## config.mk

```make
export PLATFORM = sky130hd
export DESIGN_NAME = busclk_prescaler
export DESIGN_NICKNAME = d
export VERILOG_FILES = /design/src/rtl/busclk_prescaler_pkg.sv /design/src/rtl/busclk_prescaler_cfg.sv /design/src/rtl/busclk_prescaler_div.sv /design/src/rtl/busclk_prescaler_tick.sv /design/src/rtl/busclk_prescaler.sv
export SDC_FILE = /design/constraint.sdc
export NUM_CORES = 1
export LEC_CHECK = 0
export ABC_AREA = 0
export BUFFER_PORTS_ARGS = -buffer_cell sky130_fd_sc_hd__buf_4
export CORE_ASPECT_RATIO = 0.9
export CORE_MARGIN = 2
export CORE_UTILIZATION = 53
export CTS_BUF_LIST = sky130_fd_sc_hd__clkbuf_8
export DETAILED_ROUTE_END_ITERATION = 10
export HOLD_SLACK_MARGIN = 0.02
export PLACE_DENSITY = 0.76
export SLEW_MARGIN = 20
export SYNTH_ARGS = -nofsm -noshare
export SYNTH_HDL_FRONTEND = slang
export SYNTH_HIERARCHICAL = 1
export SYNTH_SLANG_ARGS = --single-unit
```

## constraint.sdc

```tcl
create_clock -name clk -period 4.5 [get_ports clk]
set_input_delay 0.45 -clock clk [delete_from_list [all_inputs] [get_ports clk]]
set_output_delay 0.45 -clock clk [all_outputs]
set_load 0.02 [all_outputs]
```

## src/rtl/busclk_prescaler_pkg.sv

```systemverilog
// Package: code-to-shift decoding shared by the configuration register and the bench.
// Assumes codes arrive as raw register fields; divide ratios are powers of two.
package busclk_prescaler_pkg;

    // Width of the raw prescaler code fields.
    localparam int HB_CODE_W = 4;
    localparam int PB_CODE_W = 3;

    // Largest log2 ratio each prescaler can select.
    localparam int HB_MAX_SHIFT = 9;
    localparam int PB_MAX_SHIFT = 4;

    // High-speed code to log2 ratio: upper half of codes is sparse and skips 2^5.
    function automatic int unsigned hb_code_shift(input logic [HB_CODE_W-1:0] code);
        if (!code[3]) begin
            return 0;
        end
        if (code[2]) begin
            return int'(code[2:0]) + 2;
        end
        return int'(code[2:0]) + 1;
    endfunction

    // Peripheral code to log2 ratio: lower half of codes is 1:1.
    function automatic int unsigned pb_code_shift(input logic [PB_CODE_W-1:0] code);
        if (!code[2]) begin
            return 0;
        end
        return int'(code[1:0]) + 1;
    endfunction

endpackage

```

## src/rtl/busclk_prescaler_cfg.sv

```systemverilog
// Module: configuration register.
// Holds only the source field and the prescaler code fields of the written word.
// It presents the prescaler codes already decoded into log2 divide ratios.
// Assumes a single writer; bits outside the fields are dropped at the input.
module busclk_prescaler_cfg
    import busclk_prescaler_pkg::*;
#(
    parameter int CFG_W   = 32,
    parameter int SRC_LSB = 0,
    parameter int HB_LSB  = 4,
    parameter int PB_LSB  = 10,
    parameter int NUM_PB  = 2,
    parameter int HB_SH_W = 4,
    parameter int PB_SH_W = 3
) (
    input  logic                            clk,
    input  logic                            rst_n,
    input  logic                            wr,
    input  logic [CFG_W-1:0]                wdata,
    output logic [1:0]                      src_sel,
    output logic [HB_SH_W-1:0]              hb_shift,
    output logic [NUM_PB-1:0][PB_SH_W-1:0]  pb_shift
);

    logic [1:0]                         src_q;
    logic [HB_CODE_W-1:0]               hb_code_q;
    logic [NUM_PB-1:0][PB_CODE_W-1:0]   pb_code_q;
    logic                               cfg_unused_parity;

    // Bits outside the fields are intentionally not stored.
    assign cfg_unused_parity = ^wdata;

    // Capture the source and high-speed fields on a write; clear them on reset.
    always_ff @(posedge clk) begin
        if (!rst_n) begin
            src_q     <= '0;
            hb_code_q <= '0;
        end else if (wr) begin
            src_q     <= wdata[SRC_LSB +: 2];
            hb_code_q <= wdata[HB_LSB +: HB_CODE_W];
        end
    end

    // One code register and decoder per peripheral bus, at consecutive field positions.
    for (genvar g = 0; g < NUM_PB; g++) begin : g_pb_field
        localparam int FIELD_LSB = PB_LSB + g * PB_CODE_W;

        // Capture this bus's code field on a write; clear it on reset.
        always_ff @(posedge clk) begin
            if (!rst_n) begin
                pb_code_q[g] <= '0;
            end else if (wr) begin
                pb_code_q[g] <= wdata[FIELD_LSB +: PB_CODE_W];
            end
        end

        // Decode the stored code into a log2 ratio.
        assign pb_shift[g] = PB_SH_W'(pb_code_shift(pb_code_q[g]));
    end

    // Decode the stored high-speed code into a log2 ratio.
    assign hb_shift = HB_SH_W'(hb_code_shift(hb_code_q));
    assign src_sel  = src_q;

endmodule

```

## src/rtl/busclk_prescaler_div.sv

```systemverilog
// Module: power-of-two enable divider with a mid-period tap.
// Counts qualifying input ticks and strobes on the last tick of each period.
// The half strobe marks both the middle and the end of the period, so it runs
// at twice the period rate when the ratio is above 1 and equals the main strobe
// at 1:1. A requested ratio is adopted only at the terminal count.
// Assumes shift_req never exceeds MAX_SH.
module busclk_prescaler_div #(
    parameter int MAX_SH = 9,
    parameter int SH_W   = 4
) (
    input  logic            clk,
    input  logic            rst_n,
    input  logic            tick_in,
    input  logic [SH_W-1:0] shift_req,
    output logic            stb,
    output logic            half_stb
);

    localparam int CNT_W = (MAX_SH > 0) ? MAX_SH : 1;

    logic [CNT_W-1:0] cnt_q;
    logic [SH_W-1:0]  cur_sh_q;
    logic [CNT_W-1:0] term_mask;
    logic [CNT_W-1:0] half_mask;
    logic             at_term;
    logic             at_half;

    // Terminal value is 2^shift - 1; the half tap matches the lower shift-1 bits.
    always_comb begin
        term_mask = ~({CNT_W{1'b1}} << cur_sh_q);
        half_mask = term_mask >> 1;
        at_term   = (cnt_q == term_mask);
        at_half   = ((cnt_q & half_mask) == half_mask);
    end

    // Advance on each qualifying tick; wrap and adopt the new ratio at terminal count.
    always_ff @(posedge clk) begin
        if (!rst_n) begin
            cnt_q    <= '0;
            cur_sh_q <= '0;
        end else if (tick_in) begin
            if (at_term) begin
                cnt_q    <= '0;
                cur_sh_q <= shift_req;
            end else begin
                cnt_q <= cnt_q + 1'b1;
            end
        end
    end

    assign stb      = rst_n & tick_in & at_term;
    assign half_stb = rst_n & tick_in & at_half;

endmodule

```

## src/rtl/busclk_prescaler_tick.sv

```systemverilog
// Module: fixed power-of-two tick divider.
// Emits one strobe for every 2^LOG2 qualifying input ticks.
// Assumes the input tick is a single-cycle enable in the same clock domain.
module busclk_prescaler_tick #(
    parameter int LOG2 = 3
) (
    input  logic clk,
    input  logic rst_n,
    input  logic tick_in,
    output logic stb
);

    logic [LOG2-1:0] cnt_q;

    // Count qualifying ticks; the counter wraps naturally.
    always_ff @(posedge clk) begin
        if (!rst_n) begin
            cnt_q <= '0;
        end else if (tick_in) begin
            cnt_q <= cnt_q + 1'b1;
        end
    end

    assign stb = rst_n & tick_in & (cnt_q == {LOG2{1'b1}});

endmodule

```

## src/rtl/busclk_prescaler.sv

```systemverilog
// Module: bus clock prescaler top.
// Builds the high-speed bus strobe from the system clock and the peripheral bus
// and timer strobes from the high-speed strobe. It also builds the system timer
// tick and registers the clock source field.
// Assumes all consumers treat the outputs as clock enables in the clk domain.
module busclk_prescaler
    import busclk_prescaler_pkg::*;
#(
    parameter int CFG_W    = 32,
    parameter int SRC_LSB  = 0,
    parameter int HB_LSB   = 4,
    parameter int PB_LSB   = 10,
    parameter int NUM_PB   = 2,
    parameter int SYS_LOG2 = 3
) (
    input  logic              clk,
    input  logic              rst_n,
    input  logic              cfg_wr,
    input  logic [CFG_W-1:0]  cfg_wdata,
    output logic [1:0]        src_sel,
    output logic              hb_stb,
    output logic [NUM_PB-1:0] pb_stb,
    output logic [NUM_PB-1:0] pb_tmr_stb,
    output logic              sys_tick_stb
);

    localparam int HB_SH_W = $clog2(HB_MAX_SHIFT + 1);
    localparam int PB_SH_W = $clog2(PB_MAX_SHIFT + 1);

    logic [HB_SH_W-1:0]             hb_shift;
    logic [NUM_PB-1:0][PB_SH_W-1:0] pb_shift;
    logic                           hb_half_unused;

    busclk_prescaler_cfg #(
        .CFG_W   (CFG_W),
        .SRC_LSB (SRC_LSB),
        .HB_LSB  (HB_LSB),
        .PB_LSB  (PB_LSB),
        .NUM_PB  (NUM_PB),
        .HB_SH_W (HB_SH_W),
        .PB_SH_W (PB_SH_W)
    ) u_cfg (
        .clk      (clk),
        .rst_n    (rst_n),
        .wr       (cfg_wr),
        .wdata    (cfg_wdata),
        .src_sel  (src_sel),
        .hb_shift (hb_shift),
        .pb_shift (pb_shift)
    );

    // High-speed divider runs on every system clock cycle.
    busclk_prescaler_div #(
        .MAX_SH (HB_MAX_SHIFT),
        .SH_W   (HB_SH_W)
    ) u_hb_div (
        .clk       (clk),
        .rst_n     (rst_n),
        .tick_in   (1'b1),
        .shift_req (hb_shift),
        .stb       (hb_stb),
        .half_stb  (hb_half_unused)
    );

    // One peripheral divider per bus, each counting high-speed strobes.
    for (genvar g = 0; g < NUM_PB; g++) begin : g_pb_div
        busclk_prescaler_div #(
            .MAX_SH (PB_MAX_SHIFT),
            .SH_W   (PB_SH_W)
        ) u_pb_div (
            .clk       (clk),
            .rst_n     (rst_n),
            .tick_in   (hb_stb),
            .shift_req (pb_shift[g]),
            .stb       (pb_stb[g]),
            .half_stb  (pb_tmr_stb[g])
        );
    end

    // System timer tick counts high-speed strobes.
    busclk_prescaler_tick #(
        .LOG2 (SYS_LOG2)
    ) u_sys_tick (
        .clk     (clk),
        .rst_n   (rst_n),
        .tick_in (hb_stb),
        .stb     (sys_tick_stb)
    );

endmodule

```

==> results of run 1 <==
[placed cells by master (no fill, tap or decap), types with 3 or more instances in the layout]
cell type / n
nand2b_1: 3
a21boi_0: 6
nor3b_1: 8
inv_1: 8
nor2b_1: 16
xnor2_1: 9
ha_1: 8
nor3_1: 4
nor2_1: 12
nand4_1: 9
buf_4: 23
and2_1: 6
dfxtp_1: 42
xor2_1: 9
clkbuf_8: 5
nand3_1: 11
nand2_1: 28
o21ai_0: 7
mux2i_1: 26
[path summary, 6_finish.rpt]
path	to	startpoint	cells after the start	slack, ns
worst min register to register	g_pb_div[0].u_pb_div/cur_sh_q[0]$_SDFFE_PN0P_	g_pb_div[0].u_pb_div/cur_sh_q[0]$_SDFFE_PN0P_	2	0.50
worst max register to register	g_pb_div[1].u_pb_div/cur_sh_q[1]$_SDFFE_PN0P_	u_hb_div/cur_sh_q[3]$_SDFFE_PN0P_	9	1.75
worst min-delay path	u_cfg/pb_code_q[0]$_SDFFE_PN0P_	cfg_wdata[10]	3	0.41
worst max-delay path	pb_stb[1]	u_hb_div/cur_sh_q[3]$_SDFFE_PN0P_	10	0.94
[power by group]
part / internal, W / switching (W) / leakage [nW]
Combinational: 0.0000556 / 0.0000570 / 0.610
Sequential: 0.000384 / 0.0000143 / 0.341
Clock: 0.000222 / 0.000136 / 0.0683
Total: 0.000662 / 0.000207 / 1.02
[sequential cells by signal, summed over array words and instances (netlist names)]
| signal | count |
|---|---|
| u_hb_div/cnt_q | 9 |
| u_cfg/src_sel | 2 |
| g_pb_div.u_pb_div/cur_sh_q | 6 |
| u_sys_tick/cnt_q | 3 |
| u_cfg/pb_code_q | 6 |
| u_hb_div/cur_sh_q | 4 |
| u_cfg/hb_code_q | 4 |
| g_pb_div.u_pb_div/cnt_q | 8 |
[through the flow]
step	util, %	hold WS [ns]	setup WS, ns	total power (W)	cells
after detailed placement	57.7	0.492	1.27	0.000520	328
final	60.9	0.411	0.944	0.000869	336
after global routing	60.9	0.423	0.737	0.000904	336
after CTS	60.9	0.404	0.936	0.000877	336
after floorplan	-	0.474	1.13	0.000490	258
after global placement	57.7	0.488	1.30	0.000517	328
[routing by layer]
layer / vias to the layer above / track usage [%]
li1: 923 / -
met1: 800 / 23.7
met2: 26 / 26.8
met3: 5 / 4.42
met4: 0 / 7.81
met5: - / 0
[final cells by class]
cell class / count / share of cell area (%)
Timing Repair Buffer: 23 / 6.44
Inverter: 8 / 1.12
Sequential cell: 42 / 31.4
Clock inverter: 3 / 2.57
Tap cell: 62 / 2.89
Multi-Input combinational cell: 193 / 53.0
Clock buffer: 5 / 2.57
[worst register-to-register path, delay by kind of cell, from the launching register on]
kind	cells	cell delay (ns)
buf+inv	3	0.48
mux	1	0.24
fa+ha+maj	1	0.39
compound gates	2	0.65
simple gates	2	0.34
flops	1	0.59
==> results.sh, run 1 <==
export IMPL_viasPerCell=5.22
export IMPL_clk_pin_slew_ns=0.09
export IMPL_via_count=1754
export IMPL_fillers=380
export IMPL_num_rows=23
export IMPL_path_max_fanout=17
export IMPL_cts_tree="done"
export IMPL_htreeDepth=2
export IMPL_coreArea_um2=4400
export IMPL_stdcell_area_um2=2680
export IMPL_dr_wl_met2_um=1770
export IMPL_cts_buffers=5
export IMPL_die_area_um2=5080
export IMPL_wl_per_cell_um=12.0
export IMPL_final_seq_area_um2=841
export IMPL_path_delay_family="compound AO/OA/AOI/OAI gates"
export IMPL_syn_to_final_growth_pct=11.7
export IMPL_die_x_um=74.9
export IMPL_maxUsedRoutingLayer="met4"
export IMPL_drv_slew=0
export IMPL_cts_setup_buffers=0
export IMPL_multi_input_area_um2=1420
export IMPL_detail_route_iter0_violations=94
export IMPL_drive_above_1_share_pct=16.8
export IMPL_cp_cell_sequence="inv_1, maj3_1, o21ai_2, nand4_4, nor2_1, buf_4, inv_1, a311oi_4, and2_2, buf_4"
export IMPL_io_pins=43
export IMPL_dieHeight_um=67.8
export IMPL_grt_pass1_wl_um=6940
export IMPL_syn_avg_cell_area_um2=9.30
export IMPL_postSynthCellCount=258
export IMPL_io_buffers=22
export IMPL_post_cts_resized=0
export IMPL_antenna_cells=0
export IMPL_first_global_vias=1584
export IMPL_setup_violations=0
export IMPL_drtAntennaViolNets=0
export IMPL_p_leak_nw=1.02
export IMPL_insertion_delay_ns=0.30
export IMPL_rsz0062_at_grt="false"
export IMPL_worstPathBufferInverterCount=4
export IMPL_tightest_slew_ns=0.515
export IMPL_cts_root_buffer="clkbuf_8"
export IMPL_crit_path_end_kind="output port"
export IMPL_netlist_area_um2=2400
export IMPL_required_ns=4.05
export IMPL_start_kind="register"
export IMPL_cts_sinks=42
export IMPL_hold_path_class="in -> reg"
export IMPL_finalSetupTns_ns=0
export IMPL_grt_max_degree=55
export IMPL_wl_met1_um=2040
export IMPL_criticalPathCategory="reg -> out"
export IMPL_route_met3_wl_um=150
export IMPL_hold_viol=0
export IMPL_slew_headroom_pct=65.7
export IMPL_antenna_found_initial=0
export IMPL_grt_usage_pct=17.6
export IMPL_gp_congestion=0.796
export IMPL_skew_ns=0.00735
export IMPL_fin_crit_ns=3.56
export IMPL_status="finished clean"
export IMPL_cp_arrival_ns=3.11
export IMPL_routed_wl_um=4030
export IMPL_yosysWarnings=6
export IMPL_syn_num_nets=301
export IMPL_drt_pre_antenna_iters=4
export IMPL_clock_path_buffers=2
export IMPL_start_util_pct=54.5
export IMPL_cpPeakStageDelay_ns=0.59
export IMPL_grt_overflow=0
export IMPL_hold_buffers=0
export IMPL_max_cap_violations=0
export IMPL_powerDensity_nw_per_um2=324
export IMPL_nNetsFinal=316
export IMPL_placed_area_um2=2540
export IMPL_dp_hpwl_um=2790
export IMPL_ir_drop_mv=0.216
export IMPL_route_detailed_drc=0
export IMPL_slowest_stage="dfxtp_1"
export IMPL_clock_fmax_mhz=281
export IMPL_finalCritPeriodShare_pct=79.0
(Power assumes the default switching activity.)
==> inputs of run 2 (changes only) <==
- clock period: 4.5 -> 3.6 ns (I/O delays scaled with it)
==> run 2 against run 1 <==
Global-route usage grew 0.67 points. Final area shrank 0.33%. Sequential power up 25%. First-iteration DRC count unchanged. Largest cell class unchanged.
==> results.sh, run 2 (synthesis gave the netlist of run 1 again) <==
export IMPL_grt_max_degree=55
export IMPL_final_common_cell="dfxtp_1"
export IMPL_path_max_fanout=8
export IMPL_drive_above_1_share_pct=17.0
export IMPL_cp_cell_sequence="or2_4, a2111oi_4, a2bb2oi_2, nand4_4, nor2_1, inv_1, a311oi_4, and2_2, buf_4"
export IMPL_dp_hpwl_um=2920
export IMPL_dp_slack_ns=0.783
export IMPL_die_x_um=74.9
export IMPL_cpPeakStageDelay_ns=0.40
export IMPL_antenna_found_initial=0
export IMPL_coreArea_um2=4400
export IMPL_cp_arrival_ns=2.77
export IMPL_clk_pin_slew_ns=0.08
export IMPL_largest_reg_flops=9
export IMPL_start_kind="register"
export IMPL_clock_fmax_mhz=319
export IMPL_slowest_stage="dfxtp_1"
export IMPL_viasPerCell=5.32
export IMPL_hold_path_class="in -> reg"
export IMPL_finalCritPeriodShare_pct=87.0
export IMPL_switching_power_w=0.000252
export IMPL_cts_buffers=5
export IMPL_clock_path_buffers=2
export IMPL_first_global_vias=1680
export IMPL_final_seq_area_um2=841
export IMPL_io_buffers=22
export IMPL_p_leak_nw=1.03
export IMPL_start_util_pct=54.5
export IMPL_detail_route_iter0_violations=94
export IMPL_drt_pre_antenna_iters=4
export IMPL_hold_viol=0
export IMPL_routed_wl_um=4130
export IMPL_antenna_cells=0
export IMPL_drtAntennaViolNets=0
export IMPL_crit_path_end_kind="output port"
export IMPL_hold_depth=3
export IMPL_p_int_w=0.000755
export IMPL_layout_setup_ws_ns=0.467
export IMPL_num_rows=23
export IMPL_p_comb_share_pct=14.5
export IMPL_nNetsFinal=319
export IMPL_die_area_um2=5080
export IMPL_largest_register="u_hb_div/cnt_q"
export IMPL_gp_congestion=0.790
export IMPL_syn_to_final_growth_pct=11.4
export IMPL_cts_sinks=42
export IMPL_io_pins=43
export IMPL_status="finished clean"
export IMPL_setup_violations=0
export IMPL_drv_slew=0
export IMPL_post_cts_resized=0
export IMPL_seqPwrFrac_pct=49.4
export IMPL_max_cap_violations=0
export IMPL_insertion_delay_ns=0.30
export IMPL_via_count=1804
export IMPL_fillers=388
export IMPL_wl_per_cell_um=12.2
export IMPL_multi_input_area_um2=1420
export IMPL_grt_pass1_wl_um=7220
export IMPL_required_ns=3.24
export IMPL_dieHeight_um=67.8
export IMPL_hold_buffers=0
export IMPL_route_detailed_drc=0
export IMPL_htreeDepth=2
export IMPL_swShare_pct=25.0
export IMPL_cts_tree="done"
export IMPL_rsz0062_at_grt="false"
export IMPL_grt_overflow=0
export IMPL_reg_top3="u_hb_div/cnt_q: 9 flops, g_pb_div.u_pb_div/cnt_q: 8 flops"
export IMPL_cts_root_buffer="clkbuf_8"
export IMPL_skew_ns=0.00511
export IMPL_finalSetupTns_ns=0
export IMPL_ir_drop_mv=0.228
export IMPL_power_frac_clock_pct=36.1
export IMPL_criticalPathCategory="reg -> out"
export IMPL_powerDensity_nw_per_um2=377
export IMPL_fin_crit_ns=3.13
export IMPL_ff2ff_path_depth=9
export IMPL_grt_usage_pct=18.3
export IMPL_cts_setup_buffers=0
export IMPL_final_cell_mix="42 x dfxtp_1, 28 x nand2_1, 26 x mux2i_1, 26 x buf_4, 16 x nor2b_1"
run 2: critical path: cells and delay by family (launching register included):
family          cells  cell delay, ns
simple gates        4            0.99
compound gates      3            0.83
flops               1            0.40
buf+inv             2            0.26
run 2: path summary, 6_finish.rpt:
path,start,endpoint,slack (ns)
max reg2reg,u_hb_div/cur_sh_q[1]$_SDFFE_PN0P_,g_pb_div[1].u_pb_div/cur_sh_q[0]$_SDFFE_PN0P_,0.97
min reg2reg,g_pb_div[0].u_pb_div/cur_sh_q[0]$_SDFFE_PN0P_,g_pb_div[0].u_pb_div/cur_sh_q[0]$_SDFFE_PN0P_,0.51
min,cfg_wdata[5],u_cfg/hb_code_q[1]$_SDFFE_PN0P_,0.32
max,u_hb_div/cur_sh_q[1]$_SDFFE_PN0P_,pb_stb[1],0.47
run 2: power by group through the flow:
stage                     Clock [W]  Combinational [W]  Sequential (W)
after floorplan                   0           0.000108        0.000505
after global placement            0           0.000143        0.000508
after detailed placement          0           0.000146        0.000509
after CTS                  0.000374           0.000147        0.000498
after global routing       0.000390           0.000161        0.000501
final                      0.000363           0.000146        0.000498
run 2: layout make-up:
cell class	instances	area share (%)
Sequential cell	42	31.5
Timing Repair Buffer	26	7.31
Inverter	8	1.12
Clock buffer	5	2.58
Multi-Input combinational cell	193	53.2
Clock inverter	3	1.41
Tap cell	62	2.90
run 2: stage by stage:
step	instances	power, W	hold WS (ns)	area, µm²	utilization [%]
floorplan	258	0.000613	0.474	2400	-
global placement	331	0.000651	0.485	2560	58.3
detailed placement	331	0.000655	0.499	2560	58.3
CTS	339	0.00102	0.314	2670	60.7
global route	339	0.00105	0.321	2670	60.7
finish	339	0.00101	0.318	2670	60.7
run 2: layer usage:
metal / vias to the layer above / share of wire [%] / GRT usage (%)
li1: 923 / - / -
met1: 847 / 49 / 23.5
met2: 27 / 46 / 29.9
met3: 7 / 3.4 / 4.71
met4: 0 / 1.5 / 6.25
met5: - / 0 / 0
==> inputs of run 3 (changes only) <==
- CAP_MARGIN: default -> 30
- PLACE_DENSITY: 0.76 -> 0.77
- SYNTH_HIERARCHICAL: 1 -> default
==> run 3 against run 2 <==
Clock-buffer cell count increased by 1. Synthesized cell count is 3.1% higher. First-iteration DRC count fell by 13%. Worst setup slack better by 0.097 ns. Worst hold slack better by 0.0012 ns. Non-clock buffer count down 3. Largest power group unchanged. Highest routed layer unchanged.
==> results.sh, run 3 <==
export IMPL_cts_tree="done"
export IMPL_synth_largest_area_cell="dfxtp_1"
export IMPL_detail_route_iter0_violations=82
export IMPL_cp_cell_sequence="inv_2, a2111oi_0, a21boi_1, nor4b_4, and2_1, nand2_1, a21oi_1, buf_4"
export IMPL_slowest_stage="dfxtp_1"
export IMPL_synthArstFlopShare_pct=0
export IMPL_start_util_pct=55.6
export IMPL_path_delay_family="simple AND/OR/NAND/NOR gates"
export IMPL_hold_viol=0
export IMPL_drive_above_1_share_pct=13.2
export IMPL_routed_wl_um=4040
export IMPL_min_from="cfg_wdata[5]"
export IMPL_reg_top3="u_hb_div.cnt_q: 9 flops, g_pb_div.u_pb_div.cnt_q: 8 flops"
export IMPL_io_pins=43
export IMPL_insertion_delay_ns=0.30
export IMPL_clock_fmax_mhz=329
export IMPL_hold_path_class="in -> reg"
export IMPL_syn_num_nets=309
export IMPL_powerDensity_nw_per_um2=559
export IMPL_slew_headroom_pct=67.6
export IMPL_finalSetupTns_ns=0
export IMPL_required_ns=3.24
export IMPL_synth_ff_type="dfxtp_1"
export IMPL_ir_drop_mv=0.291
export IMPL_holdPathEnd="u_cfg.hb_code_q[1]$_SDFFE_PN0P_"
export IMPL_synthTopCellsByArea="dfxtp_1 37%, mux2i_1 5.7%, nand3_1 5.3%"
export IMPL_final_common_cell="dfxtp_1"
export IMPL_fin_crit_ns=3.04
export IMPL_rsz0062_at_grt="false"
export IMPL_finalCritPeriodShare_pct=84.3
export IMPL_holdWs_ns=0.319
export IMPL_syn_avg_cell_area_um2=8.58
export IMPL_postSynthCellCount=266
export IMPL_start_kind="register"
export IMPL_wl_per_cell_um=12.3
export IMPL_netlist_top_cells_count="42 x dfxtp_1, 24 x nand3_1, 19 x nor2_1, 17 x nand2_1"
export IMPL_htreeDepth=2
export IMPL_syn_to_final_growth_pct=12.2
export IMPL_r2r_end="g_pb_div[1].u_pb_div.cnt_q[3]$_SDFFE_PN0P_"
export IMPL_cpPeakStageDelay_ns=0.57
export IMPL_post_cts_resized=0
export IMPL_nNetsFinal=322
export IMPL_hold_depth=3
export IMPL_worstSetupPathDepth=8
export IMPL_hold_buffers=0
export IMPL_setup_violations=0
export IMPL_dieHeight_um=66.3
export IMPL_synth_edf_count=0
export IMPL_die_area_um2=4850
export IMPL_netlist_area_um2=2280
export IMPL_cp_arrival_ns=2.68
export IMPL_cts_setup_buffers=0
export IMPL_drt_pre_antenna_iters=4
export IMPL_cts_buffers=5
export IMPL_antenna_found_initial=0
export IMPL_max_cap_violations=0
export IMPL_gp_congestion=0.758
export IMPL_dp_hpwl_um=2760
export IMPL_ff2ff_path_depth=7
export IMPL_num_rows=22
export IMPL_grt_pass1_wl_um=6980
export IMPL_path_max_fanout=10
export IMPL_coreArea_um2=4100
export IMPL_grt_overflow=0
export IMPL_cts_root_buffer="clkbuf_8"
export IMPL_cts_sinks=42
export IMPL_status="finished clean"
export IMPL_crit_path_end_kind="output port"
export IMPL_via_count=1815
export IMPL_drv_slew=0
export IMPL_skew_ns=0.00664
export IMPL_yosysWarnings=0
export IMPL_largest_reg_flops=9
export IMPL_grt_max_degree=48
export IMPL_clock_path_buffers=2
export IMPL_synth_top_area_share_pct=36.8
export IMPL_route_detailed_drc=0
export IMPL_first_global_vias=1602
export IMPL_drtAntennaViolNets=0
export IMPL_final_cell_count_no_fill=328
export IMPL_reg2reg_setup_slack_ns=0.78
export IMPL_viasPerCell=5.53
export IMPL_synth_most_common_cell="dfxtp_1"
export IMPL_p_leak_nw=1.03
export IMPL_tightest_slew_ns=0.484
export IMPL_dp_cells=320
export IMPL_synth_seq_cells=42
export IMPL_criticalPathCategory="reg -> out"
export IMPL_worstPathBufferInverterCount=2
export IMPL_final_cell_mix="42 x dfxtp_1, 24 x nand3_1, 23 x buf_4"
export IMPL_yosysSeqAreaShare_pct=36.8
export IMPL_antenna_cells=0
export IMPL_io_buffers=22
export IMPL_grt_usage_pct=18.4
export IMPL_clk_pin_slew_ns=0.08
export IMPL_die_x_um=73.2
export IMPL_largest_register="u_hb_div.cnt_q"
export IMPL_r2r_start="u_hb_div.cur_sh_q[1]$_SDFFE_PN0N_"
export IMPL_synth_distinct_cells=54
-- run 3: power breakdown --
group          leakage, nW  internal, W  total [W]  switching [W]
clock network       0.0714     0.000296   0.000454       0.000159
logic                0.616     0.000169   0.000430       0.000262
registers            0.342     0.000502   0.000547      0.0000456
total                 1.03     0.000966    0.00143       0.000466
-- run 3: per-stage QoR --
| step | power, W | cell area (µm²) | utilization [%] | worst slack (ns) |
|---|---|---|---|---|
| after floorplan | 0.000896 | 2280 | - | 1.23 |
| after global placement | 0.000982 | 2420 | 58.9 | 0.913 |
| after detailed placement | 0.000988 | 2420 | 58.9 | 0.830 |
| after CTS | 0.00144 | 2560 | 62.4 | 0.594 |
| after global routing | 0.00152 | 2560 | 62.4 | 0.286 |
| final | 0.00143 | 2560 | 62.4 | 0.564 |
-- run 3: cell families (layout without fill, tap and decap cells) --
| kind of cell | count (synthesis) | after routing | share of synthesized area [%] |
|---|---|---|---|
| AND/OR/NAND/NOR | 108 | 108 | 26.0 |
| AO/OA/AOI/OAI | 56 | 56 | 16.6 |
| flip-flops | 42 | 42 | 36.8 |
| buffers and inverters | 27 | 41 | 5.92 |
| multiplexers | 13 | 13 | 5.70 |
| XOR/XNOR | 12 | 12 | 4.61 |
| adder cells (fa/ha/maj) | 8 | 8 | 4.39 |
-- run 3: worst max-delay path by stage --
stage / from / endpoint / slack [ns]
2_1_floorplan: u_hb_div.cur_sh_q[0]$_SDFFE_PN0N_ / pb_tmr_stb[1] / 1.23
3_3_place_gp: u_hb_div.cur_sh_q[1]$_SDFFE_PN0N_ / g_pb_div[1].u_pb_div.cnt_q[3]$_SDFFE_PN0P_ / 0.91
3_5_place_dp: u_hb_div.cur_sh_q[1]$_SDFFE_PN0N_ / g_pb_div[1].u_pb_div.cnt_q[3]$_SDFFE_PN0P_ / 0.83
4_1_cts: u_hb_div.cur_sh_q[1]$_SDFFE_PN0N_ / pb_tmr_stb[1] / 0.59
5_1_grt: u_hb_div.cur_sh_q[1]$_SDFFE_PN0N_ / pb_tmr_stb[1] / 0.29
6_report: u_hb_div.cur_sh_q[1]$_SDFFE_PN0N_ / pb_tmr_stb[1] / 0.56
-- run 3: layout make-up --
type                       instances  area (µm²)
clock buffer                       6        82.6
clock inverter                     2        60.1
fill                             345        1540
inverter                          10        37.5
multi-input combinational        197        1310
sequential                        42         841
tap                               48        60.1
timing repair buffer              23         173
-- run 3: worst reg2reg max path, cell delays in order (launching register included) --
cell and delay, ns:
dfxtp_1 0.57, inv_2 0.08, a2111oi_0 0.43, a21boi_1 0.18, nor4b_4 0.40, nand2_2 0.37, or4_1 0.61, a21boi_1 0.14
-- run 3: layer usage --
metal  vias up  routed length (µm)  track usage (%)
li1        969                   -                -
met1       824                2050             23.4
met2        15                1820             29.5
met3         7                  86             3.66
met4         0                  80             9.03
met5         -                   0                0
